===== src/rtl/llsc_pkg.sv =====
package llsc_pkg;
  typedef enum logic [2:0] {
    OP_LOAD   = 3'd0,
    OP_STORE  = 3'd1,
    OP_LL     = 3'd2,
    OP_SC     = 3'd3,
    OP_LRMW_R = 3'd4,
    OP_LRMW_W = 3'd5,
    OP_IFETCH = 3'd6,
    OP_RMW    = 3'd7
  } op_e;

  typedef enum logic [1:0] {
    CLS_IFETCH = 2'd0,
    CLS_LOAD   = 2'd1,
    CLS_STORE  = 2'd2,
    CLS_ATOMIC = 2'd3
  } cls_e;

  function automatic logic is_plain_write(op_e op);
    return (op == OP_STORE) || (op == OP_RMW) ||
           (op == OP_LRMW_R) || (op == OP_LRMW_W);
  endfunction
endpackage


===== src/rtl/llsc_req_class.sv =====
module llsc_req_class
  import llsc_pkg::*;
(
  input  logic [2:0] op_i,
  output logic [1:0] cls_o
);
  cls_e cls;
  always_comb begin
    unique case (op_e'(op_i))
      OP_IFETCH:           cls = CLS_IFETCH;
      OP_LOAD:             cls = CLS_LOAD;
      OP_LL, OP_SC:        cls = CLS_ATOMIC;
      default:             cls = CLS_STORE;
    endcase
  end
  assign cls_o = cls;
endmodule


===== src/rtl/llsc_block_ctl.sv =====
module llsc_block_ctl
  import llsc_pkg::*;
#(
  parameter int LINE_W = 8
) (
  input  logic              clk_i,
  input  logic              rst_ni,
  input  logic              upd_i,
  input  logic [2:0]        op_i,
  input  logic [LINE_W-1:0] line_i,
  input  logic              req_valid_i,
  input  logic [LINE_W-1:0] req_line_i,
  output logic              block_o,
  output logic [LINE_W-1:0] block_line_o,
  output logic              stall_o
);
  logic              blk_q;
  logic [LINE_W-1:0] blk_line_q;

  always_ff @(posedge clk_i or negedge rst_ni) begin
    if (!rst_ni) begin
      blk_q      <= 1'b0;
      blk_line_q <= '0;
    end else if (upd_i) begin
      if (op_e'(op_i) == OP_LRMW_R) begin
        blk_q      <= 1'b1;
        blk_line_q <= line_i;
      end else if (op_e'(op_i) == OP_LRMW_W && blk_q && blk_line_q == line_i) begin
        blk_q <= 1'b0;
      end
    end
  end

  assign block_o      = blk_q;
  assign block_line_o = blk_line_q;
  assign stall_o      = req_valid_i && blk_q && (req_line_i == blk_line_q);
endmodule


===== src/rtl/llsc_resv_table.sv =====
module llsc_resv_table
  import llsc_pkg::*;
#(
  parameter int LINE_W      = 8,
  parameter int ID_W        = 2,
  parameter int NUM_ENTRIES = 4
) (
  input  logic              clk_i,
  input  logic              rst_ni,
  input  logic              upd_i,
  input  logic [2:0]        op_i,
  input  logic [LINE_W-1:0] line_i,
  input  logic [ID_W-1:0]   id_i,
  output logic              own_hit_o,
  input  logic [LINE_W-1:0] probe_line_i,
  input  logic [ID_W-1:0]   probe_id_i,
  output logic              probe_hit_o
);
  localparam int IDX_W = (NUM_ENTRIES > 1) ? $clog2(NUM_ENTRIES) : 1;
  localparam logic [IDX_W-1:0] LAST_IDX = IDX_W'(NUM_ENTRIES - 1);

  logic [NUM_ENTRIES-1:0] vld_q;
  logic [LINE_W-1:0]      line_q [NUM_ENTRIES];
  logic [ID_W-1:0]        own_q  [NUM_ENTRIES];
  logic [IDX_W-1:0]       rr_q;

  logic [NUM_ENTRIES-1:0] line_m, own_m, probe_m;

  for (genvar e = 0; e < NUM_ENTRIES; e++) begin : g_match
    assign line_m[e]  = vld_q[e] && (line_q[e] == line_i);
    assign own_m[e]   = line_m[e] && (own_q[e] == id_i);
    assign probe_m[e] = vld_q[e] && (line_q[e] == probe_line_i) && (own_q[e] == probe_id_i);
  end

  assign own_hit_o   = |own_m;
  assign probe_hit_o = |probe_m;

  logic             hit_any, free_any;
  logic [IDX_W-1:0] hit_idx, free_idx;

  always_comb begin
    hit_any  = 1'b0;
    free_any = 1'b0;
    hit_idx  = '0;
    free_idx = '0;
    for (int e = 0; e < NUM_ENTRIES; e++) begin
      if (!hit_any && line_m[e]) begin
        hit_any = 1'b1;
        hit_idx = IDX_W'(e);
      end
      if (!free_any && !vld_q[e]) begin
        free_any = 1'b1;
        free_idx = IDX_W'(e);
      end
    end
  end

  op_e op;
  assign op = op_e'(op_i);

  always_ff @(posedge clk_i or negedge rst_ni) begin
    if (!rst_ni) begin
      vld_q <= '0;
      rr_q  <= '0;
      for (int e = 0; e < NUM_ENTRIES; e++) begin
        line_q[e] <= '0;
        own_q[e]  <= '0;
      end
    end else if (upd_i) begin
      if (op == OP_LL) begin
        if (hit_any) begin
          own_q[hit_idx] <= id_i;
        end else if (free_any) begin
          vld_q[free_idx]  <= 1'b1;
          line_q[free_idx] <= line_i;
          own_q[free_idx]  <= id_i;
        end else begin
          line_q[rr_q] <= line_i;
          own_q[rr_q]  <= id_i;
          rr_q         <= (rr_q == LAST_IDX) ? '0 : rr_q + 1'b1;
        end
      end else if (op == OP_SC) begin
        for (int e = 0; e < NUM_ENTRIES; e++)
          if (line_m[e]) vld_q[e] <= 1'b0;
      end else if (is_plain_write(op)) begin
        for (int e = 0; e < NUM_ENTRIES; e++)
          if (own_m[e]) vld_q[e] <= 1'b0;
      end
    end
  end
endmodule


===== src/rtl/llsc_monitor.sv =====
module llsc_monitor
  import llsc_pkg::*;
#(
  parameter int LINE_W      = 8,
  parameter int ID_W        = 2,
  parameter int NUM_ENTRIES = 4
) (
  input  logic              clk_i,
  input  logic              rst_ni,
  input  logic              cmp_valid_i,
  input  logic [2:0]        cmp_op_i,
  input  logic [LINE_W-1:0] cmp_line_i,
  input  logic [ID_W-1:0]   cmp_id_i,
  input  logic              req_valid_i,
  input  logic [2:0]        req_op_i,
  input  logic [LINE_W-1:0] req_line_i,
  input  logic [ID_W-1:0]   req_id_i,
  output logic              rsp_valid_o,
  output logic              rsp_ok_o,
  output logic              lock_held_o,
  output logic              queue_block_o,
  output logic [LINE_W-1:0] block_line_o,
  output logic              req_stall_o,
  output logic [1:0]        req_class_o
);
  logic own_hit;

  llsc_resv_table #(
    .LINE_W(LINE_W), .ID_W(ID_W), .NUM_ENTRIES(NUM_ENTRIES)
  ) u_table (
    .clk_i, .rst_ni,
    .upd_i       (cmp_valid_i),
    .op_i        (cmp_op_i),
    .line_i      (cmp_line_i),
    .id_i        (cmp_id_i),
    .own_hit_o   (own_hit),
    .probe_line_i(req_line_i),
    .probe_id_i  (req_id_i),
    .probe_hit_o (lock_held_o)
  );

  llsc_block_ctl #(.LINE_W(LINE_W)) u_block (
    .clk_i, .rst_ni,
    .upd_i       (cmp_valid_i),
    .op_i        (cmp_op_i),
    .line_i      (cmp_line_i),
    .req_valid_i (req_valid_i),
    .req_line_i  (req_line_i),
    .block_o     (queue_block_o),
    .block_line_o(block_line_o),
    .stall_o     (req_stall_o)
  );

  llsc_req_class u_class (.op_i(req_op_i), .cls_o(req_class_o));

  always_ff @(posedge clk_i or negedge rst_ni) begin
    if (!rst_ni) begin
      rsp_valid_o <= 1'b0;
      rsp_ok_o    <= 1'b0;
    end else begin
      rsp_valid_o <= cmp_valid_i;
      rsp_ok_o    <= cmp_valid_i && ((op_e'(cmp_op_i) != OP_SC) || own_hit);
    end
  end
endmodule


===== config.mk =====
export PLATFORM = sky130hd
export DESIGN_NAME = llsc_monitor
export DESIGN_NICKNAME = d
export VERILOG_FILES = /design/src/rtl/llsc_pkg.sv /design/src/rtl/llsc_req_class.sv /design/src/rtl/llsc_block_ctl.sv /design/src/rtl/llsc_resv_table.sv /design/src/rtl/llsc_monitor.sv
export SDC_FILE = /design/constraint.sdc
export NUM_CORES = 1
export LEC_CHECK = 0
export BUFFER_PORTS_ARGS = -buffer_cell sky130_fd_sc_hd__buf_2
export CAP_MARGIN = 25
export CELL_PAD_IN_SITES_DETAIL_PLACEMENT = 0
export CELL_PAD_IN_SITES_GLOBAL_PLACEMENT = 1
export CORE_AREA = 2 2 95 97
export CTS_CLUSTER_SIZE = 28
export DETAILED_ROUTE_END_ITERATION = 6
export DIE_AREA = 0 0 97 99
export PLACE_DENSITY_LB_ADDON = 0.1
export RECOVER_POWER = 25
export SYNTH_ARGS = -nofsm -noshare
export SYNTH_HDL_FRONTEND = slang
export SYNTH_SLANG_ARGS = --single-unit

===== constraint.sdc =====
create_clock -name clk_i -period 3.1 [get_ports clk_i]
set_clock_uncertainty 0.2 [all_clocks]
set_input_delay 0.31 -clock clk_i [delete_from_list [all_inputs] [get_ports clk_i]]
set_output_delay 0.31 -clock clk_i [all_outputs]
set_load 0.005 [all_outputs]

After elaboration in Yosys (flattened, before gate mapping)
Index checks and enable logic that the tools add are counted.
W data, S select, Z words.
{"block": "word_totals", "register_bits": 57, "elab_cells": 180, "inputBits": 30, "romBits": 0, "n_memories": 0, "latch_bits": 0, "mem_bits_rw": 0}
{"block": "op_classes", "n_addsub": 1, "n_mux": 51, "div": 0, "n_mul": 0, "shift": 0, "reduce_logical": 62, "n_lt_le_gt_ge": 8, "n_bitwise": 6, "n_eq_ne": 35}
{"cell": "$eq A8 B8 Y1", "count": 10}
{"cell": "$bwmux W32", "count": 2}
{"cell": "$demux W8 S2", "count": 2}
{"cell": "$mux W32", "count": 1}
{"cell": "$mux W8", "count": 4}
{"cell": "$logic_and A1 B1 Y1", "count": 31}
{"cell": "$bwmux W8", "count": 3}
{"cell": "$reduce_and A6 Y1", "count": 4}
{"cell": "$mux W1", "count": 21}
{"cell": "$mux W4", "count": 5}
{"cell": "$eq A2 B2 Y1", "count": 8}
{"cell": "$mux W2", "count": 8}
{"cell": "$reduce_bool A3 Y1", "count": 5}
{"cell": "$demux W2 S2", "count": 3}
{"cell": "$eq A3 B2 Y1 const B", "count": 4}
{"cell": "$eq A3 B3 Y1 const B", "count": 4}
{"cell": "$ne A3 B1 Y1 const B", "count": 4}
{"cell": "$ge A3 B3 Y1 const B", "count": 3}
{"cell": "$lt A3 B1 Y1 const B", "count": 3}
{"cell": "$not A2 Y3", "count": 3}
{"cell": "$logic_not A1 Y1", "count": 8}
{"cell": "$reduce_or A4 Y1", "count": 2}
{"cell": "$pmux W2 S3", "count": 1}
{"cell": "$reduce_and A2 Y1", "count": 3}
{"cell": "other kinds (17)", "count": 21}

Longest topological paths before layout
{"block": "logic_depth", "word_depth": 19, "ltp_mapped": 8, "mapped_depth_nobuf": 8}

Hierarchy
A second synthesis with hierarchy kept.
{"block": "hier_totals", "cells_unflattened": 334, "hier_area_um2": 3724.8}
{"module": "llsc_resv_table", "cells_each": 283, "instances": 1, "seq_area_each_um2": 1151.1, "area_per_inst_um2": 3113.0}
{"module": "llsc_block_ctl", "cells_each": 43, "instances": 1, "seq_area_each_um2": 225.2, "area_per_inst_um2": 525.5}
{"module": "llsc_monitor", "cells_each": 4, "instances": 1, "seq_area_each_um2": 50.0, "area_per_inst_um2": 62.6}
{"module": "llsc_req_class", "cells_each": 4, "instances": 1, "seq_area_each_um2": 0.0, "area_per_inst_um2": 23.8}

Worst setup path after synthesis
OpenSTA, ideal clock, no wires.
{"block": "synth_path", "kind": "input to register", "start": "in cmp_line_i[3]", "end": "reg u_table.line_q[16] (netlist bit)", "path_buffers": 2, "setup_ns": 0.125, "path_stages": 8, "setup_slack_ns": 0.919, "arrival_ns": 1.856, "required_ns": 2.775, "path_cell_list": "buf_4 xnor2_1 nand4_1 nor3_2 nor4_4 and3_1 buf_6 mux2_4"}
{"block": "synth_via", "elab_chain_cells": 14}
{"element": "start, declared", "line": "llsc_monitor.sv:12", "text": "input logic [LINE_W-1:0] cmp_line_i,"}
{"element": "$eq A8 B8 Y1", "line": "llsc_resv_table.sv:30", "text": "assign line_m[e] = vld_q[e] && (line_q[e] == line_i);"}
{"element": "$logic_and A1 B1 Y1", "line": "llsc_resv_table.sv:30"}
{"element": "$mux W1", "line": "llsc_resv_table.sv:47", "text": "if (!hit_any && line_m[e]) begin"}
{"element": "$logic_not A1 Y1", "line": "llsc_resv_table.sv:47"}
{"element": "$logic_and A1 B1 Y1", "line": "llsc_resv_table.sv:47"}
{"element": "$mux W1", "line": "llsc_resv_table.sv:47"}
{"element": "$logic_not A1 Y1", "line": "llsc_resv_table.sv:47"}
{"element": "$logic_and A1 B1 Y1", "line": "llsc_resv_table.sv:47"}
{"element": "$mux W1", "line": "llsc_resv_table.sv:47"}
{"element": "$logic_not A1 Y1", "line": "llsc_resv_table.sv:47"}
{"element": "$logic_and A1 B1 Y1", "line": "llsc_resv_table.sv:47"}
{"element": "$mux W1 *", "line": "llsc_resv_table.sv:47"}
{"element": "$not A1 Y1 (no line) *"}
{"element": "$reduce_and A3 Y1 (no line) *"}
{"element": "end signal, assigned by index", "line": "llsc_resv_table.sv:75", "text": "line_q[free_idx] <= line_i;"}
{"element": "end signal, assigned by index", "line": "llsc_resv_table.sv:78", "text": "line_q[rr_q] <= line_i;"}
{"element": "end, declared", "line": "llsc_resv_table.sv:23", "text": "logic [LINE_W-1:0] line_q [NUM_ENTRIES];"}
Every way passes the cells marked *; elsewhere a longest branch is shown, timed or not.
A chain may end at the register's enable or synchronous reset.

Worst setup path after layout
{"block": "layout_path", "start": "in cmp_valid_i", "end": "reg u_table.line_q[21] (netlist bit)"}
{"block": "layout_via", "elab_chain_cells": 1}
{"element": "start, declared", "line": "llsc_monitor.sv:10", "text": "input logic cmp_valid_i,"}
{"element": "$reduce_and A3 Y1 (no line)"}
No other way between the ends.

==> metrics <==
status=finished, final reports clean; Slew Limit Headroom=0.431; P_sw=1.09 mW; power share of the sequential group=0.412; effective utilization at floorplan=0.441; pin count of the biggest net entering global routing=36; top-area cell type share of the netlist area=0.378; R2R cell count=6; top cell type by total area after synthesis=dfrtp_1; Post-Place Worst Slack=about 0.35 ns; launching element type of the critical path=input port; setup_tns=0 ns; average size of a mapped cell=~11 um2; # IOs=45; Routed WL=9220 um; switching portion of total power=0.348; clock root cell=clkbuf_8; Die W=97 um; number of filler cells placed in the layout=approximately 830; unrepaired setup endpoints after global routing=no; count of maximum capacitance violations=0; dominant cell type by count on the critical path=and3_1; worst hold stages=3; H-tree lvl count=3; count of endpoints failing setup in the final report=0; area inside the core boundary=0.00855 mm2; GPL Wtd Cong=0.814; type of element capturing the critical path=flip-flop; slew of the pin with the lowest slew margin=0.854 ns; Post-synth ARST share=1.00; PnR worst setup slack=0.404 ns; First-pass DRT Iterations=4; via count of the first global-routing pass=2694; capture point of the worst reg-to-reg path=u_table.line_q[21]; number of instances in the synthesized netlist=347; cell leakage power=1.81 nW; cell area after synthesis=0.00377 mm2; total inserted antenna cells=0; CTS Buf Count=9; FF-to-FF setup slack=0.52 ns; Largest stage delay, worst path=0.61 ns; Layout Area Growth over Synthesis=12.1%; DRC violation count after routing=0; power density over cell area=739 mW/mm2; Post-synth EDFFs=0; Synth Net Count=381; post-synth cell types=42; leading cell types by total area after synthesis=dfrtp_1 (38%), xnor2_1 (17%), mux2_2 (8.4%), mux2_4 (6.4%), xor2_1 (5.8%); fraction of layout cells with a size suffix above 1=0.290; starting DRC count in detailed routing=102; aggregate global routing overflow=0; maximum fanout along the worst path=8; count of cells resized by post-cts repair=0; Die Footprint=0.00960 mm2; path class of the lowest-slack min-delay path=input port to flip-flop; maximum frequency from static timing analysis=0.371 GHz; crit-path cells=dlygate4sd3_1 > buf_2 > and3_1 > o31ai_1 > nor4_4 > and3_1 > mux2_4; clock share of power=0.228; setup repair bufs after CTS=0; CTS tree=done; highest ir drop seen on vdd=0.353 mV; post-route fraction of the period consumed by the critical path=0.870; largest delay contributor family on the critical path=simple AND/OR/NAND/NOR gates; number of endpoints with negative hold slack in the final report=0; per-cell routed wire length=18.5 um; WHS Endpoint=u_table.own_q[0]; count of input and output buffers=44; buffers from clock root to sink, at most=2; cts hold-fix bufs=2; startpoint of the tightest hold check path=cmp_id_i[0]; antenna violations before repair=0; list of most frequent post-synthesis cells=xnor2_1 (72), dfrtp_1 (57), mux2_2 (28), xor2_1 (25); row cnt=34; GRT Util Overall=0.201; post-DP HPWL=slightly above 7000 um; classification of the worst setup path=input port to flip-flop; Critical Path AT=2.73 ns; Layout Nets=420; warnings from Yosys=0; Vias per Instance=5.24; Power Internal=2.04 mW; Bufs and invs on worst path=2; max-slew violation count=0; number of nets with antenna violations after routing=0; critical-path cell with the highest stage delay=and3_1; clock latency of the later-clocked register in the worst-skew pair=roughly 0.34 ns; first-pass GRT wire length=around 15000 um; cell with the most instances after synthesis=xnor2_1; Reg2Reg Launch Point=u_table.line_q[7]; Top FF cell, synth=dfrtp_1; critical path required time=3.13 ns; shortest clock period the worst path allows after layout=around 2.7 ns; register bit total from synthesis=57; number of vias after detailed routing=2612; clock edge transition at the registers on the reported setup and hold paths=0.07 ns; sequential cell area fraction in the yosys report=0.378; die height=99 um; share of total power in combinational logic=0.360; Sink Count=57
-- cells by family (layout without fill, tap and decap cells) --
kind of cell    count (synthesis)  count (layout)  share of synthesized area
compound gates                 25              25                     0.0425
fa+ha+maj                       4               4                     0.0133
simple gates                   80              80                      0.125
mux                            50              50                      0.165
buf+inv                        34              77                     0.0508
flops                          57              57                      0.378
xor+xnor                       97              97                      0.225
-- cells in the final DEF, fill, tap and decap left out, drive strengths merged, types with 7 or more instances in the layout --
| cell type | count |
|---|---|
| nand3 | 12 |
| nor4 | 7 |
| clkbuf | 16 |
| xor2 | 25 |
| nand4 | 15 |
| buf | 46 |
| dfrtp | 57 |
| xnor2 | 72 |
| nor3 | 7 |
| a21oi | 8 |
| nor2 | 7 |
| mux2 | 48 |
| nand2 | 18 |
| inv | 10 |
-- registers in the layout (all words and copies together) (netlist names) --
signal / cells
rsp_ok_o: 1
rsp_valid_o: 1
u_block.block_line_o: 8
u_block.block_o: 1
u_table.line_q: 32
u_table.own_q: 8
u_table.rr_q: 2
u_table.vld_q: 4
-- cell type report --
| class | instances | area, um2 | share of cell area |
|---|---|---|---|
| Inverter | 10 | 37.5 | 0.00888 |
| Timing Repair Buffer | 52 | 280 | 0.0663 |
| Multi-Input combinational cell | 256 | 2150 | 0.509 |
| Tap cell | 108 | 135 | 0.0320 |
| Clock buffer | 12 | 155 | 0.0367 |
| Clock inverter | 3 | 40.0 | 0.00947 |
| Sequential cell | 57 | 1430 | 0.337 |
-- how the worst max path moves through the flow --
stage / slack, ns / cells past startpoint / start / to
floorplan: 0.92 / 8 / cmp_line_i[3] / u_table.line_q[16]
global placement: 0.39 / 7 / cmp_op_i[1] / u_table.line_q[20]
detailed placement: 0.35 / 7 / cmp_op_i[1] / u_table.line_q[21]
CTS: 0.42 / 7 / cmp_valid_i / u_table.line_q[21]
global route: 0.30 / 7 / cmp_valid_i / u_table.line_q[16]
finish: 0.40 / 7 / cmp_valid_i / u_table.line_q[21]
-- routing by layer --
| layer | wire, um | vias to the layer above | track usage | share of wire |
|---|---|---|---|---|
| li1 | - | 1260 | - | - |
| met2 | 4700 | 53 | 0.350 | 0.51 |
| met1 | 4150 | 1289 | 0.261 | 0.45 |
| met5 | 0 | - | 0 | 0 |
| met3 | 245 | 10 | 0.0284 | 0.027 |
| met4 | 129 | 0 | 0.0618 | 0.014 |
-- worst reg2reg max path: cells and delay by family (launching register included) --
kind	cells	cell delay, ns
multiplexers	1	0.35
flip-flops	1	0.41
AND/OR/NAND/NOR	4	1.36
XOR/XNOR	1	0.16
-- power groups by stage --
| stage | clock network [mW] | registers, mW | logic [mW] |
|---|---|---|---|
| 2_1_floorplan | 0 | 1.22 | 0.903 |
| 3_3_place_gp | 0 | 1.29 | 1.12 |
| 3_5_place_dp | 0 | 1.30 | 1.14 |
| 4_1_cts | 0.728 | 1.29 | 1.14 |
| 5_1_grt | 0.770 | 1.33 | 1.23 |
| 6_report | 0.714 | 1.29 | 1.13 |
-- per-stage QoR --
step / area (um2) / total power [mW] / instances / utilization / hold slack, ns
after floorplan: 3770 / 2.13 / 347 / - / -0.186
after global placement: 4020 / 2.41 / 481 / 0.470 / 0.272
after detailed placement: 4020 / 2.43 / 481 / 0.470 / 0.284
after CTS: 4230 / 3.16 / 498 / 0.495 / 0.0862
after global routing: 4230 / 3.33 / 498 / 0.494 / 0.100
final: 4230 / 3.13 / 498 / 0.494 / 0.0899
No activity file was read; power rests on OpenSTA's default activity.
